--- src/rtl/sup_pkg.sv ---
// Package: shared types and constants for the supervisor core.
// Assumes nothing beyond IEEE 1800-2017.
package sup_pkg;

    // Bus snoop progress toward a watchdog restart.
    typedef enum logic [1:0] {
        SN_IDLE    = 2'd0,  // no start seen
        SN_STARTED = 2'd1,  // start seen, waiting for SCL to fall
        SN_ARMED   = 2'd2   // SCL fell after start, waiting for stop
    } snoop_st_e;

    // Watchdog select code meaning "disabled".
    localparam logic [1:0] WD_SEL_OFF = 2'b00;

endpackage

--- src/rtl/sup_sync.sv ---
// Module: sup_sync
// Two-flop synchronizer for W independent asynchronous bits.
// Assumes: each bit is a level that is stable for several clocks; the
// reset value of each bit is chosen so that it reads as "safe".
module sup_sync #(
    parameter int              W       = 1,
    parameter logic [W-1:0]    RST_VAL = '0
) (
    input  logic         clk,
    input  logic         rst_n,
    input  logic [W-1:0] d,
    output logic [W-1:0] q
);

    generate
        for (genvar i = 0; i < W; i++) begin : g_bit
            logic meta_q;
            logic sync_q;

            // Two-stage capture of one asynchronous bit.
            always_ff @(posedge clk) begin
                if (!rst_n) begin
                    meta_q <= RST_VAL[i];
                    sync_q <= RST_VAL[i];
                end else begin
                    meta_q <= d[i];
                    sync_q <= meta_q;
                end
            end

            assign q[i] = sync_q;
        end
    endgenerate

endmodule

--- src/rtl/sup_holdoff.sv ---
// Module: sup_holdoff
// Reset hold-off timer. While any fault is present, the reset is asserted
// and the count is zero. Once the fault clears, the reset is released after
// HOLD_BASE << (2*hold_sel) consecutive fault-free cycles.
// Assumes: fault is already synchronous; hold_sel is quasi-static.
module sup_holdoff #(
    parameter int HOLD_BASE = 16
) (
    input  logic       clk,
    input  logic       rst_n,
    input  logic       fault,
    input  logic [1:0] hold_sel,
    output logic       rst_active
);

    localparam int CW = $clog2(HOLD_BASE * 64) + 1;

    logic [CW-1:0] cnt;
    logic [CW-1:0] target;

    // Hold-off length: the base scaled by 1, 4, 16 or 64.
    always_comb target = CW'(HOLD_BASE) << {hold_sel, 1'b0};

    // Count fault-free cycles and release the reset at the target.
    always_ff @(posedge clk) begin
        if (!rst_n) begin
            cnt        <= '0;
            rst_active <= 1'b1;
        end else if (fault) begin
            cnt        <= '0;
            rst_active <= 1'b1;
        end else if (rst_active) begin
            if (cnt >= target - 1'b1) begin
                rst_active <= 1'b0;
            end else begin
                cnt <= cnt + 1'b1;
            end
        end
    end

    // any fault forces the reset active on the next cycle.
    a_r3_fault_asserts: assert property (@(posedge clk) disable iff (!rst_n)
        fault |=> rst_active);

    // no release while the count is short of the target.
    a_r2_no_early_release: assert property (@(posedge clk) disable iff (!rst_n)
        (rst_active && !fault && (cnt + 1'b1 < target)) |=> rst_active);

    // a released reset stays released while no fault is present.
    a_r2_stays_released: assert property (@(posedge clk) disable iff (!rst_n)
        (!rst_active && !fault) |=> !rst_active);

endmodule

--- src/rtl/sup_bus_snoop.sv ---
// Module: sup_bus_snoop
// Watches synchronized SCL/SDA levels for a start condition, a following
// SCL fall, and then a stop condition. It emits a one-cycle kick when the
// whole pattern completes. A new start before the stop discards the armed
// pattern.
// Assumes: scl and sda are already synchronized and each level is held for
// at least one clock.
module sup_bus_snoop
    import sup_pkg::*;
(
    input  logic clk,
    input  logic rst_n,
    input  logic scl,
    input  logic sda,
    output logic kick
);

    logic      scl_p;
    logic      sda_p;
    logic      start_det;
    logic      stop_det;
    logic      scl_fall;
    snoop_st_e state;

    // Keep the previous bus levels for edge detection.
    always_ff @(posedge clk) begin
        if (!rst_n) begin
            scl_p <= 1'b1;
            sda_p <= 1'b1;
        end else begin
            scl_p <= scl;
            sda_p <= sda;
        end
    end

    // Decode start, stop and the SCL falling edge.
    always_comb begin
        start_det = scl && scl_p && sda_p && !sda;
        stop_det  = scl && scl_p && !sda_p && sda;
        scl_fall  = scl_p && !scl;
    end

    // Track progress through start, SCL fall and stop.
    always_ff @(posedge clk) begin
        if (!rst_n) begin
            state <= SN_IDLE;
            kick  <= 1'b0;
        end else begin
            kick <= 1'b0;
            if (start_det) begin
                state <= SN_STARTED;
            end else if (stop_det) begin
                kick  <= (state == SN_ARMED);
                state <= SN_IDLE;
            end else if (scl_fall && state == SN_STARTED) begin
                state <= SN_ARMED;
            end
        end
    end

    // start and stop can never decode in the same cycle.
    a_r8_start_stop_exclusive: assert property (@(posedge clk) disable iff (!rst_n)
        $onehot0({start_det, stop_det}));

    // a kick always leaves the tracker idle.
    a_r7_kick_leaves_idle: assert property (@(posedge clk) disable iff (!rst_n)
        kick |-> state == SN_IDLE);

    // no kick unless the tracker was armed one cycle earlier.
    a_r8_kick_needs_arm: assert property (@(posedge clk) disable iff (!rst_n)
        (state != SN_ARMED) |=> !kick);

endmodule

--- src/rtl/sup_watchdog.sv ---
// Module: sup_watchdog
// Watchdog timer. It counts cycles since the last kick and raises
// wdo_active once the count reaches WD_BASE << (2*(wd_sel-1)). The output
// is sticky until the next kick. The counter is held clear while hold_clr
// is high or while the watchdog is disabled.
// Assumes: kick is a single-cycle synchronous pulse.
module sup_watchdog
    import sup_pkg::*;
#(
    parameter int WD_BASE = 256
) (
    input  logic       clk,
    input  logic       rst_n,
    input  logic       hold_clr,
    input  logic [1:0] wd_sel,
    input  logic       kick,
    output logic       wdo_active
);

    localparam int WW = $clog2(WD_BASE * 16) + 1;

    logic [WW-1:0] cnt;
    logic [WW-1:0] limit;
    logic [1:0]    sel_m1;

    // Timeout length: the base scaled by 1, 4 or 16.
    always_comb begin
        sel_m1 = wd_sel - 2'd1;
        limit  = WW'(WD_BASE) << {sel_m1, 1'b0};
    end

    // Count idle cycles and flag expiry; kicks and resets clear the count.
    always_ff @(posedge clk) begin
        if (!rst_n || hold_clr || wd_sel == WD_SEL_OFF) begin
            cnt        <= '0;
            wdo_active <= 1'b0;
        end else if (kick) begin
            cnt        <= '0;
            wdo_active <= 1'b0;
        end else if (cnt >= limit - 1'b1) begin
            wdo_active <= 1'b1;
        end else begin
            cnt <= cnt + 1'b1;
        end
    end

    // while the system is in reset, the counter and output are clear.
    a_r11_clear_in_reset: assert property (@(posedge clk) disable iff (!rst_n)
        hold_clr |=> (!wdo_active && cnt == '0));

    // a disabled watchdog never expires.
    a_r10_off_quiet: assert property (@(posedge clk) disable iff (!rst_n)
        (wd_sel == WD_SEL_OFF) |=> !wdo_active);

    // a kick clears the expiry flag.
    a_r7_kick_clears: assert property (@(posedge clk) disable iff (!rst_n)
        kick |=> !wdo_active);

    // once expired, the flag holds until a kick, a reset or disable.
    a_r9_sticky: assert property (@(posedge clk) disable iff (!rst_n)
        (wdo_active && !kick && !hold_clr && wd_sel != WD_SEL_OFF) |=> wdo_active);

endmodule

--- src/rtl/supervisor_core.sv ---
// Module: supervisor_core
// Digital core of a three-rail processor supervisor. It synchronizes the
// rail flags, manual reset and snooped bus wires, combines the reset
// causes, times the reset hold-off and runs the bus-restarted watchdog.
// Assumes: hold_sel, wd_sel and v2_to_reset are static straps; the rail
// flags are high while the rail is above its trip point.
module supervisor_core #(
    parameter int HOLD_BASE = 16,
    parameter int WD_BASE   = 256
) (
    input  logic       clk,
    input  logic       rst_n,
    input  logic       rail1_ok,
    input  logic       rail2_ok,
    input  logic       rail3_ok,
    input  logic       mr_n,
    input  logic       scl,
    input  logic       sda,
    input  logic [1:0] hold_sel,
    input  logic [1:0] wd_sel,
    input  logic       v2_to_reset,
    output logic       sys_rst_n,
    output logic       v2_fail_n,
    output logic       v3_fail_n,
    output logic       wdo_n
);

    localparam int NSYNC = 6;
    // Reset values: rails read as failed, button released, bus idle high.
    localparam logic [NSYNC-1:0] SYNC_RST = 6'b000_111;

    logic [NSYNC-1:0] async_in;
    logic [NSYNC-1:0] sync_in;
    logic r1_s, r2_s, r3_s, mr_s, scl_s, sda_s;
    logic fault;
    logic rst_active;
    logic kick;
    logic wdo_active;

    // Bundle the asynchronous inputs for synchronization.
    always_comb async_in = {rail1_ok, rail2_ok, rail3_ok, mr_n, scl, sda};

    sup_sync #(.W(NSYNC), .RST_VAL(SYNC_RST)) u_sync (
        .clk   (clk),
        .rst_n (rst_n),
        .d     (async_in),
        .q     (sync_in)
    );

    // Split the synchronized bundle and combine the reset causes.
    always_comb begin
        {r1_s, r2_s, r3_s, mr_s, scl_s, sda_s} = sync_in;
        fault = !r1_s || !mr_s || (v2_to_reset && !r2_s);
    end

    sup_holdoff #(.HOLD_BASE(HOLD_BASE)) u_holdoff (
        .clk        (clk),
        .rst_n      (rst_n),
        .fault      (fault),
        .hold_sel   (hold_sel),
        .rst_active (rst_active)
    );

    sup_bus_snoop u_snoop (
        .clk   (clk),
        .rst_n (rst_n),
        .scl   (scl_s),
        .sda   (sda_s),
        .kick  (kick)
    );

    sup_watchdog #(.WD_BASE(WD_BASE)) u_wd (
        .clk        (clk),
        .rst_n      (rst_n),
        .hold_clr   (rst_active),
        .wd_sel     (wd_sel),
        .kick       (kick),
        .wdo_active (wdo_active)
    );

    // Drive the active-low outputs.
    always_comb begin
        sys_rst_n = !rst_active;
        v2_fail_n = r2_s;
        v3_fail_n = r3_s;
        wdo_n     = !wdo_active;
    end

    // the watchdog output is inactive one cycle into any system reset.
    a_r11_wdo_idle_in_reset: assert property (@(posedge clk) disable iff (!rst_n)
        !sys_rst_n |=> wdo_n);

    // a held push-button keeps the system in reset.
    a_r4_button_holds: assert property (@(posedge clk) disable iff (!rst_n)
        !mr_s |=> !sys_rst_n);

endmodule

--- config.mk ---
export PLATFORM = sky130hd
export DESIGN_NAME = supervisor_core
export DESIGN_NICKNAME = d
export VERILOG_FILES = /design/src/rtl/sup_pkg.sv /design/src/rtl/sup_sync.sv /design/src/rtl/sup_holdoff.sv /design/src/rtl/sup_bus_snoop.sv /design/src/rtl/sup_watchdog.sv /design/src/rtl/supervisor_core.sv
export SDC_FILE = /design/constraint.sdc
export NUM_CORES = 1
export LEC_CHECK = 0
export BUFFER_PORTS_ARGS = -buffer_cell sky130_fd_sc_hd__buf_2
export CORE_ASPECT_RATIO = 0.7
export CORE_MARGIN = 2
export CORE_UTILIZATION = 45
export CTS_CLUSTER_DIAMETER = 60
export DETAILED_ROUTE_END_ITERATION = 6
export SLEW_MARGIN = 10
export SYNTH_ARGS = -nofsm -noshare
export SYNTH_HDL_FRONTEND = slang
export SYNTH_SLANG_ARGS = --single-unit
--- constraint.sdc ---
create_clock -name clk -period 2.47 [get_ports clk]
set_input_delay 0.247 -clock clk [delete_from_list [all_inputs] [get_ports clk]]
set_output_delay 0.247 -clock clk [all_outputs]
set_load 0.05 [all_outputs]
==> results.md, run 1 <==
- Status: finished clean
- Delay-heaviest family, CP: simple AND/OR/NAND/NOR gates
- Max clock buf depth: 2
- Post-CTS setup buffer count: 0
- Mapped cell area: 2130 um^2
- Port Buffers: 16
- Clock latency on the worst-skew pair: 0.30 ns
- Synth-to-Final Area Change: 13.5%
- Min-Delay Path Class: primary input to register
- Mapped Nets: 274
- Vias: 1755
- DR iter-0 viols: 80
- Commonest non-fill, non-tap cell in the layout: dfxtp_1
- Height of the die: 61.6 um
- Skew final: 0.00681 ns
- Total gr overflow: 0
- Footprint of the multi-input gates: 1190 um^2
- Vias in the first global route: 1513
- Slowest cell delay on critical path: 0.54 ns
- Routed Antenna Nets: 0
- Sequential area share after synthesis: 40.3%
- GP Congestion: 0.757
- P_leak: 0.974 nW
- CP startpoint: u_holdoff.cnt[9]$_SDFFE_PP0P_
- Syn Inst Count: 245
- Slew Limit Fails: 0
- Seq cells post-synth: 43
- First-pass GRT wire length: 6780 um
- Hold_buf cts: 0
- RR Startpoint: u_holdoff.cnt[9]$_SDFFE_PP0P_
- GRT Overall Usage: 16.3%
- FF-to-FF setup slack: 0.27 ns
- Final Cycle Share: 89.0%
- Fin crit period: 2.20 ns
- Max stage delay cell, worst path: or4_1
- Clock transition at path regs: 0.09 ns
- First drt pass iteration count: 4
- RSZ-0062 raised after global routing: false
- Root Buffer: clkbuf_8
- VDD IR max: 0.366 mV
- # diodes: 0
- Die area: 5320 um^2
- DR DRC count: 0
- Total Power: 1.32 mW
- Main synth FF type: dfxtp_1
- Async SR Flop Fraction: 0%
- Register area: 861 um^2
- Mean post-synth cell area: 8.71 um^2
- Setup crit end kind: register
- Max Freq: 0.455 GHz
- Antenna violations before repair: 0
- Power per cell area: 545 nW/um^2
- # H-tree levels: 2
- CTS resizes: 0
- Worst path arrival time: 2.43 ns
- Rows: 20
- Layout cells sized above 1: 13.8%
- Worst path bufs/invs: 0
- Largest net degree at the start of global routing: 27
- Setup tns final: 0 ns
- Max-cap violations: 0
- Fillers: 401
- Crit Path Category: register to register
- Max Fanout on Critical Path: 13
- Worst EP required: 2.71 ns
- CP Cell Sequence: ha_1 > and4_1 > o2111a_1 > a211o_1 > or4_1 > a21oi_1
- Finished Core Util: 54.4%
- CP Launch Type: register
- HPWL Detailed: 2940 um
- CTS sink cnt: 43
- Starting Density: 47.9%
- Synth Warn #: 0
- Drt wl/cell: 12.4 um
- Synth unique cells: 45
- Routed WL: 3990 um
- TritonCTS clock tree: yes
- Final layout net count: 296
- Die X: 86.3 um
- Num CTS Buffers: 5
- Final setup fails: 0
- Post-synth EDFFs: 0
- Final Hold Fails: 0
- IO Pins: 17
- Core footprint: 4450 um^2
- Commonest non-fill, non-tap cells in the layout: dfxtp_1, nand2_1, a21oi_1
- Vias per std cell: 5.43
- Worst min-delay path startpoint: sda
final cells by class:
cell class / count / area share [%]
clock inverters: 3 / 1.81
repair buffers: 23 / 5.99
flip-flops and latches: 43 / 35.5
inverters: 12 / 1.86
well taps: 55 / 2.84
multi-input cells: 182 / 49.1
clock buffers: 5 / 2.84
report_power, final:
part           internal [mW]  switching, mW  leakage, nW
registers              0.704        0.00462        0.349
logic                 0.0269         0.0340        0.567
clock network          0.301          0.251       0.0581
synthesized netlist by cell type, types with 5 or more instances:
cell | number | area (um^2)
nand2b_1 | 10 | 62.6
or3_1 | 6 | 37.5
nand2_1 | 27 | 101
a21oi_1 | 17 | 85.1
dfxtp_1 | 43 | 861
ha_1 | 16 | 200
or4_1 | 8 | 60.1
and2_1 | 8 | 50.1
o21ai_0 | 11 | 55.1
nand3_1 | 10 | 50.1
inv_1 | 12 | 45.0
nor2_1 | 10 | 37.5
o21a_1 | 5 | 37.5
o31ai_1 | 5 | 37.5
nand4_1 | 12 | 75.1
state kept, by name (all words and copies together) (netlist names):
| register | count |
|---|---|
| u_snoop.kick | 1 |
| u_snoop.state | 2 |
| u_sync.g_bit.meta_q | 6 |
| u_snoop.sda_p | 1 |
| u_sync.g_bit.sync_q | 6 |
| u_holdoff.cnt | 11 |
| u_snoop.scl_p | 1 |
| u_holdoff.rst_active | 1 |
| u_wd.cnt | 13 |
| u_wd.wdo_active | 1 |
cells by family after synthesis:
family | after synthesis | share of synthesized area [%]
AO/OA/AOI/OAI | 55 | 17.2
adder cells (fa/ha/maj) | 16 | 9.38
other | 1 | 0.176
XOR/XNOR | 2 | 0.821
AND/OR/NAND/NOR | 106 | 27.2
buffers and inverters | 20 | 3.87
multiplexers | 2 | 0.996
flip-flops | 43 | 40.3
metal layers:
layer	track usage (%)	vias up	share of wire [%]
li1	-	933	-
met1	24.3	792	56
met2	22.6	28	40
met3	3.62	2	4.2
met4	6.70	0	0.15
met5	0	-	0
stage by stage:
step                worst slack (ns)  instance area, um^2  instances  hold WS [ns]
floorplan                      0.388                 2130        245         0.348
global placement               0.195                 2310        315         0.390
detailed placement             0.156                 2310        315         0.396
CTS                            0.271                 2420        323         0.114
global route                   0.172                 2420        323         0.110
finish                         0.272                 2420        323         0.119
final timing paths:
| kind | cells after the start | end |
|---|---|---|
| min | 2 | u_sync.g_bit[0].meta_q$_SDFF_PN1_ |
| max reg2reg | 6 | u_holdoff.cnt[10]$_SDFFE_PP0P_ |
| min reg2reg | 1 | u_sync.g_bit[0].sync_q$_SDFF_PN1_ |
| max | 6 | u_holdoff.cnt[10]$_SDFFE_PP0P_ |
worst register-to-register path: cells and delay by family (launching register included):
family	cells	cell delay (ns)
fa+ha+maj	1	0.27
compound gates	3	0.70
simple gates	2	0.76
flops	1	0.41
No activity file was read; power rests on OpenSTA's default activity.
==> inputs of run 2 (changes only) <==
- BUFFER_PORTS_ARGS: -buffer_cell sky130_fd_sc_hd__buf_2 -> not set
- DONT_BUFFER_PORTS: not set -> 1
- PLACE_DENSITY: not set -> 0.58
==> results.md, run 2 (synthesis gave the netlist of run 1 again) <==
- Status: finished clean
- First drt pass iteration count: 4 (unchanged)
- Largest net degree at the start of global routing: 27 (unchanged)
- # diodes: 0 (unchanged)
- GRT Overall Usage: 16.6% (+0.33 points)
- Starting Density: 47.9% (unchanged)
- Die X: 86.3 um (unchanged)
- Slew headroom: 65.9%
- TritonCTS clock tree: yes
- Commonest non-fill, non-tap cell in the layout: dfxtp_1
- Setup crit end kind: register
- Drt wl/cell: 13.3 um (+7.9%)
- Port Buffers: 0 (-16)
- Final Cycle Share: 90.2% (+1.2 points)
- Max clock buf depth: 2 (unchanged)
- Num CTS Buffers: 5 (unchanged)
- Max Freq: 0.449 GHz (-1.4%)
- VDD IR max: 0.426 mV (+17%)
- Rows: 20 (unchanged)
- Layout cells sized above 1: 8.66% (-5.1 points)
- CP startpoint: u_holdoff.cnt[8]$_SDFFE_PP0P_
- Crit Path Category: register to register
- Max reg flops: 13 (unchanged)
- Setup tns final: 0 ns (unchanged)
- DR DRC count: 0 (unchanged)
- Max-cap violations: 0 (unchanged)
- Synth-to-Final Area Change: 10.1%
- Reg2reg end: u_holdoff.cnt[10]$_SDFFE_PP0P_
- Max Fanout on Critical Path: 13 (unchanged)
- Commonest non-fill, non-tap cells in the layout: dfxtp_1, nand2_1, a21oi_1
- Max stage delay cell, worst path: or4_1
- FF-to-FF setup slack: 0.24 ns (-0.03 ns)
- Worst EP required: 2.70 ns (about the same)
- Min-Delay Path Class: primary input to register
- Clock transition at path regs: 0.09 ns (about the same)
- Routed Antenna Nets: 0 (unchanged)
- Power per cell area: 563 nW/um^2 (+3.4%)
- Critical path depth: 6 (unchanged)
- Slew Limit Fails: 0 (unchanged)
- Worst setup path end: u_holdoff.cnt[10]$_SDFFE_PP0P_
- Total gr overflow: 0 (unchanged)
- Clock latency on the worst-skew pair: 0.30 ns (about the same)
- IO Pins: 17 (unchanged)
- Core footprint: 4450 um^2 (unchanged)
- CTS resizes: 0 (unchanged)
- CP Cell Sequence: ha_1 > and4_1 > o2111a_1 > a211o_1 > or4_1 > a21oi_1
- P_leak: 0.913 nW (-6.2%)
- GP Congestion: 0.764 (+0.94%)
- Delay-heaviest family, CP: simple AND/OR/NAND/NOR gates
- Routed WL: 4120 um (+3.2%)
- Antenna violations before repair: 0 (unchanged)
- Final Hold Fails: 0 (unchanged)
- Fin crit period: 2.23 ns (+0.0306 ns)
- # H-tree levels: 2 (unchanged)
- Top Registers: u_wd.cnt: 13 flops, u_holdoff.cnt: 11 flops
- Root Buffer: clkbuf_8
- HPWL Detailed: 2850 um (-3.1%)
- Die area: 5320 um^2 (unchanged)
- Slowest cell delay on critical path: 0.54 ns (about the same)
- Height of the die: 61.6 um (unchanged)
- Vias: 1710 (-2.6%)
- Reg2Reg Depth: 6 (unchanged)
- Skew final: 0.00781 ns (+0.000993 ns)
- Worst path arrival time: 2.46 ns (+0.03 ns)
- DR iter-0 viols: 71 (-11%)
- CP Launch Type: register
- Vias in the first global route: 1422 (-6.0%)
- Worst hold slack: 0.00979 ns (-0.110 ns)
- Final setup fails: 0 (unchanged)
- First-pass GRT wire length: 6740 um (-0.50%)
- CTS sink cnt: 43 (unchanged)
- Worst-margin pin slew: 0.511 ns
- Final layout net count: 282 (-4.7%)
- Worst path bufs/invs: 0 (unchanged)
- RR Startpoint: u_holdoff.cnt[8]$_SDFFE_PP0P_
- Top reg by flops: u_wd.cnt
- Vias per std cell: 5.53 (+1.9%)
- RSZ-0062 raised after global routing: false
[run 2: cell types whose count changed in the layout (fill, tap and decap cells not counted), sizes merged]
| cell | delta |
|---|---|
| buf | -15 |
| clkinvlp | +1 |
| inv | +1 |
| dlygate4sd3 | +1 |
| clkinv | -2 |
[run 2: how the worst min path moves through the flow]
stage,startpoint,to,slack [ns],depth (start not counted)
after CTS,rst_n,u_snoop.sda_p$_SDFF_PN1_,0.004,1
after detailed placement,rst_n,u_snoop.sda_p$_SDFF_PN1_,0.33,1
after global placement,rst_n,u_snoop.sda_p$_SDFF_PN1_,0.32,1
after floorplan,sda,u_sync.g_bit[0].meta_q$_SDFF_PN1_,0.35,1
after global routing,rst_n,u_snoop.scl_p$_SDFF_PN1_,0.001,1
final,rst_n,u_snoop.sda_p$_SDFF_PN1_,0.01,1
[run 2: cell type report]
cell class	instances	area, um^2
Clock buffer	5	68.8
Clock inverter	3	46.3
Fill cell	426	2100
Inverter	12	45.0
Multi-Input combinational cell	182	1190
Sequential cell	43	861
Tap cell	55	68.8
Timing Repair Buffer	9	70.1
[run 2: routing by layer]
layer / GRT usage, % / wire, um
met1: 25.5 / 2340
met2: 21.2 / 1470
met3: 6.17 / 263
met4: 4.69 / 45
met5: 0 / 0
[run 2: what timing repair did]
| action | in CTS | in global routing |
|---|---|---|
| hold buffers | 0 | 1 |
| endpoints found under the hold margin | 0 | 4 |
| buffers inserted | 0 | 0 |
[run 2: per-stage QoR]
| stage | worst slack, ns | util (%) | total power [mW] | cell area [um^2] | cells |
|---|---|---|---|---|---|
| CTS | 0.238 | 52.6 | 1.33 | 2340 | 308 |
| finish | 0.242 | 52.8 | 1.32 | 2350 | 309 |
| global route | 0.113 | 52.8 | 1.38 | 2350 | 309 |
| global placement | 0.303 | 50.0 | 0.769 | 2230 | 300 |
| floorplan | 0.388 | - | 0.766 | 2130 | 245 |
| detailed placement | 0.275 | 50.0 | 0.770 | 2230 | 300 |
[run 2: report_power, final]
part	internal, mW	total (mW)	switching [mW]	leakage, nW
combinational	0.0214	0.0450	0.0236	0.509
clock	0.305	0.569	0.264	0.0548
sequential	0.704	0.711	0.00696	0.349
total	1.03	1.32	0.295	0.913
==> inputs of run 3 (changes only) <==
- SYNTH_HIERARCHICAL: not set -> 1
- clock period: 2.47 -> 2.4 ns (I/O delays scaled with it)
==> results.md, run 3 <==
- Root Buffer: clkbuf_8
- Max reg flops: 13 (unchanged)
- Port Buffers: 0 (unchanged)
- Core footprint: 4890 um^2 (+9.7%)
- Vias per std cell: 5.38 (-2.8%)
- Clock power share: 42.2% (-0.7 points)
- Net Sw Frac: 22.1% (-0.18 points)
- Status: finished clean
- Layout cells sized above 1: 12.6% (+3.9 points)
- Sequential area share after synthesis: 36.9% (-3.5 points)
- First-pass GRT wire length: 8220 um (+22%)
- GRT Overall Usage: 17.8% (+1.1 points)
- Routed WL: 4590 um (+11%)
- Setup tns final: 0 ns (unchanged)
- Top reg by flops: u_wd/cnt
- Setup crit end kind: register
- Largest net degree at the start of global routing: 18 (-33%)
- Drt wl/cell: 13.5 um (+1.6%)
- P_int: 1.06 mW (+3.2%)
- Area share of the largest cell type after synthesis: 36.9% (-3.5 points)
- Commonest cells in the netlist: dfxtp_1, nand2_1, a21oi_1
- Clock latency on the worst-skew pair: 0.29 ns (about the same)
- Min-Delay Path Class: primary input to register
- Total gr overflow: 0 (unchanged)
- Skew final: 0.00692 ns (-0.000890 ns)
- Post-CTS setup buffer count: 0 (unchanged)
- FF-to-FF setup slack: 0.13 ns (-0.11 ns)
- Synth Area in XOR/XNOR: 0.750% (-0.071 points)
- Synth unique cells: 51 (+13%)
- Reg2reg end: u_holdoff/cnt[2]$_SDFFE_PP0P_
- Mapped Nets: 290 (+5.8%)
- Reg2Reg Depth: 7 (+1)
- Sequential cell fraction of total power: 53.7% (about the same)
- Largest family of logic cells by synthesized area: simple AND/OR/NAND/NOR gates
- # H-tree levels: 2 (unchanged)
- DR WL met2: 1750 um (+19%)
- CTS sink cnt: 43 (unchanged)
- Synth Warn #: 6 (+6)
- Worst EP required: 2.65 ns (-0.05 ns)
- Post-synthesis cell type with the largest combined area: dfxtp_1
- Synth-to-Final Area Change: 10.3%
- Fillers: 484 (+14%)
- Rows: 21 (+5.0%)
- Clock transition at path regs: 0.09 ns (about the same)
- TritonCTS clock tree: yes
- Register area: 861 um^2 (unchanged)
- Ranking of synthesized cells by area: dfxtp_1, ha_1, a21oi_1
- Adder-cell share of the synthesized area: 8.57% (-0.81 points)
- Routed Antenna Nets: 0 (unchanged)
- Worst path arrival time: 2.51 ns (+0.05 ns)
- Async SR Flop Fraction: 0% (unchanged)
- Starting Density: 47.8% (-0.12 points)
- IO Pins: 17 (unchanged)
- Crit Path Category: register to register
- Fin crit period: 2.27 ns (+0.0382 ns)
- VDD IR max: 0.315 mV (-26%)
- Worst-margin pin slew: 0.777 ns (+0.267 ns)
- Die X: 90.1 um (+4.4%)
- Die area: 5790 um^2 (+8.9%)
- CP startpoint: u_holdoff/cnt[9]$_SDFFE_PP0P_
- Net switching power figure: 301 uW (+2.1%)
- Vias: 1824 (+6.7%)
- Max clock buf depth: 2 (unchanged)
- Most frequent cell after synthesis: dfxtp_1
- Seq cells post-synth: 43 (unchanged)
- Footprint of the multi-input gates: 1330 um^2 (+11%)
- CP Launch Type: register
- Final Cycle Share: 94.4% (+4.2 points)
- RSZ-0062 raised after global routing: false
- Max Fanout on Critical Path: 14 (+1)
- Height of the die: 64.3 um (+4.3%)
- Post-synth EDFFs: 0 (unchanged)
- Mapped cell area: 2340 um^2 (+9.4%)
- Max Freq: 0.441 GHz (-1.7%)
- RR Startpoint: u_holdoff/cnt[9]$_SDFFE_PP0P_
- Worst hold slack: 0.0188 ns (+0.00897 ns)
- Worst setup path end: u_holdoff/cnt[2]$_SDFFE_PP0P_
- HPWL Detailed: 3450 um (+21%)
- First drt pass iteration count: 4 (unchanged)
- Top Registers: u_wd/cnt: 13 flops, u_holdoff/cnt: 11 flops
- Final layout net count: 298 (+5.7%)
- Commonest non-fill, non-tap cells in the layout: dfxtp_1, nand2_1, a21oi_1
- Antenna violations before repair: 0 (unchanged)
- Slew headroom: 47.8% (-18 points)
- M1 WL: 2660 um (+14%)
- Power per cell area: 529 nW/um^2 (-6.1%)
- P_leak: 0.978 nW (+7.1%)
- Compound-cell area share of the yosys netlist: 20.9% (+3.7 points)
- Main synth FF type: dfxtp_1
- Num CTS Buffers: 5 (unchanged)
- Synth Area in Simple Gates: 23.0% (-4.2 points)
- Final setup fails: 0 (unchanged)
- Mean post-synth cell area: 8.95 um^2 (+2.7%)
- DR iter-0 viols: 101 (+42%)
- Commonest non-fill, non-tap cell in the layout: dfxtp_1
- GP Congestion: 0.803 (+5.0%)
- # diodes: 0 (unchanged)
- Vias in the first global route: 1680 (+18%)
- Final Hold Fails: 0 (unchanged)
- Syn Inst Count: 261 (+6.5%)
- Slew Limit Fails: 0 (unchanged)
- DR DRC count: 0 (unchanged)
- Max layer used: met4
- Max-cap violations: 0 (unchanged)
- Comb power frac: 4.2% (+0.8 points)
- Mux contribution to synthesized area: 2.57% (+1.6 points)
- WL met3: 159 um (-40%)
==> run 3: worst min path at each step <==
| stage | start | end | slack, ns | cells past startpoint |
|---|---|---|---|---|
| 2_1_floorplan | rst_n | u_snoop/scl_p$_SDFF_PN1_ | 0.31 | 1 |
| 3_3_place_gp | rst_n | u_snoop/scl_p$_SDFF_PN1_ | 0.31 | 1 |
| 3_5_place_dp | rst_n | u_snoop/scl_p$_SDFF_PN1_ | 0.32 | 1 |
| 4_1_cts | rst_n | u_sync/g_bit[1].meta_q$_SDFF_PN1_ | 0.0005 | 1 |
| 5_1_grt | rst_n | u_sync/g_bit[0].sync_q$_SDFF_PN1_ | 0.001 | 1 |
| 6_report | rst_n | u_sync/g_bit[0].sync_q$_SDFF_PN1_ | 0.02 | 1 |
==> run 3: layout make-up <==
class / instances / area share, %
clock inverters: 3 / 1.80
clock buffers: 5 / 2.67
flip-flops and latches: 43 / 33.4
inverters: 15 / 2.18
repair buffers: 17 / 5.15
multi-input cells: 187 / 51.5
well taps: 69 / 3.35
==> run 3: cells by family after synthesis <==
family / Yosys count
adders and majority gates: 16
AOI/OAI and AO/OA: 67
xor gates and xnor gates: 2
and+or+nand+nor: 95
muxes: 6
DFF: 43
buffers and inverters: 31
other: 1
==> run 3: what timing repair did <==
item,in CTS,in global routing
endpoints found under the setup margin,0,10
endpoints found under the hold margin,4,1
hold buffers,1,1
gates resized for setup,0,1
==> run 3: per-layer routing <==
metal	vias to the layer above	GRT usage [%]
li1	974	-
met1	823	27.0
met2	25	24.4
met3	2	4.13
met4	0	5.77
met5	-	0
==> run 3: through the flow <==
step           worst slack (ns)  power (mW)  instances  area [um^2]  utilization (%)
5_1_grt                  0.0417        1.43        339         2580             52.7
4_1_cts                  0.0607        1.39        338         2560             52.3
2_1_floorplan             0.358       0.796        261         2340                -
6_report                  0.134        1.36        339         2580             52.7
3_3_place_gp              0.128       0.801        329         2430             49.7
3_5_place_dp              0.102       0.801        329         2430             49.7
==> run 3: worst max-delay path, cell delays in order, from the launching register on <==
cell and delay, ns:
dfxtp_1 0.35, ha_1 0.33, a21o_1 0.19, a211oi_2 0.34, o41ai_4 0.25, buf_4 0.21
or4_1 0.47, nand2_1 0.08
==> run 3: power groups by stage <==
| stage | Clock, mW | Combinational, mW | Sequential [mW] |
|---|---|---|---|
| after floorplan | 0 | 0.0523 | 0.744 |
| after CTS | 0.599 | 0.0547 | 0.732 |
| after detailed placement | 0 | 0.0522 | 0.749 |
| after global routing | 0.629 | 0.0645 | 0.735 |
| after global placement | 0 | 0.0517 | 0.749 |
| final | 0.575 | 0.0566 | 0.732 |
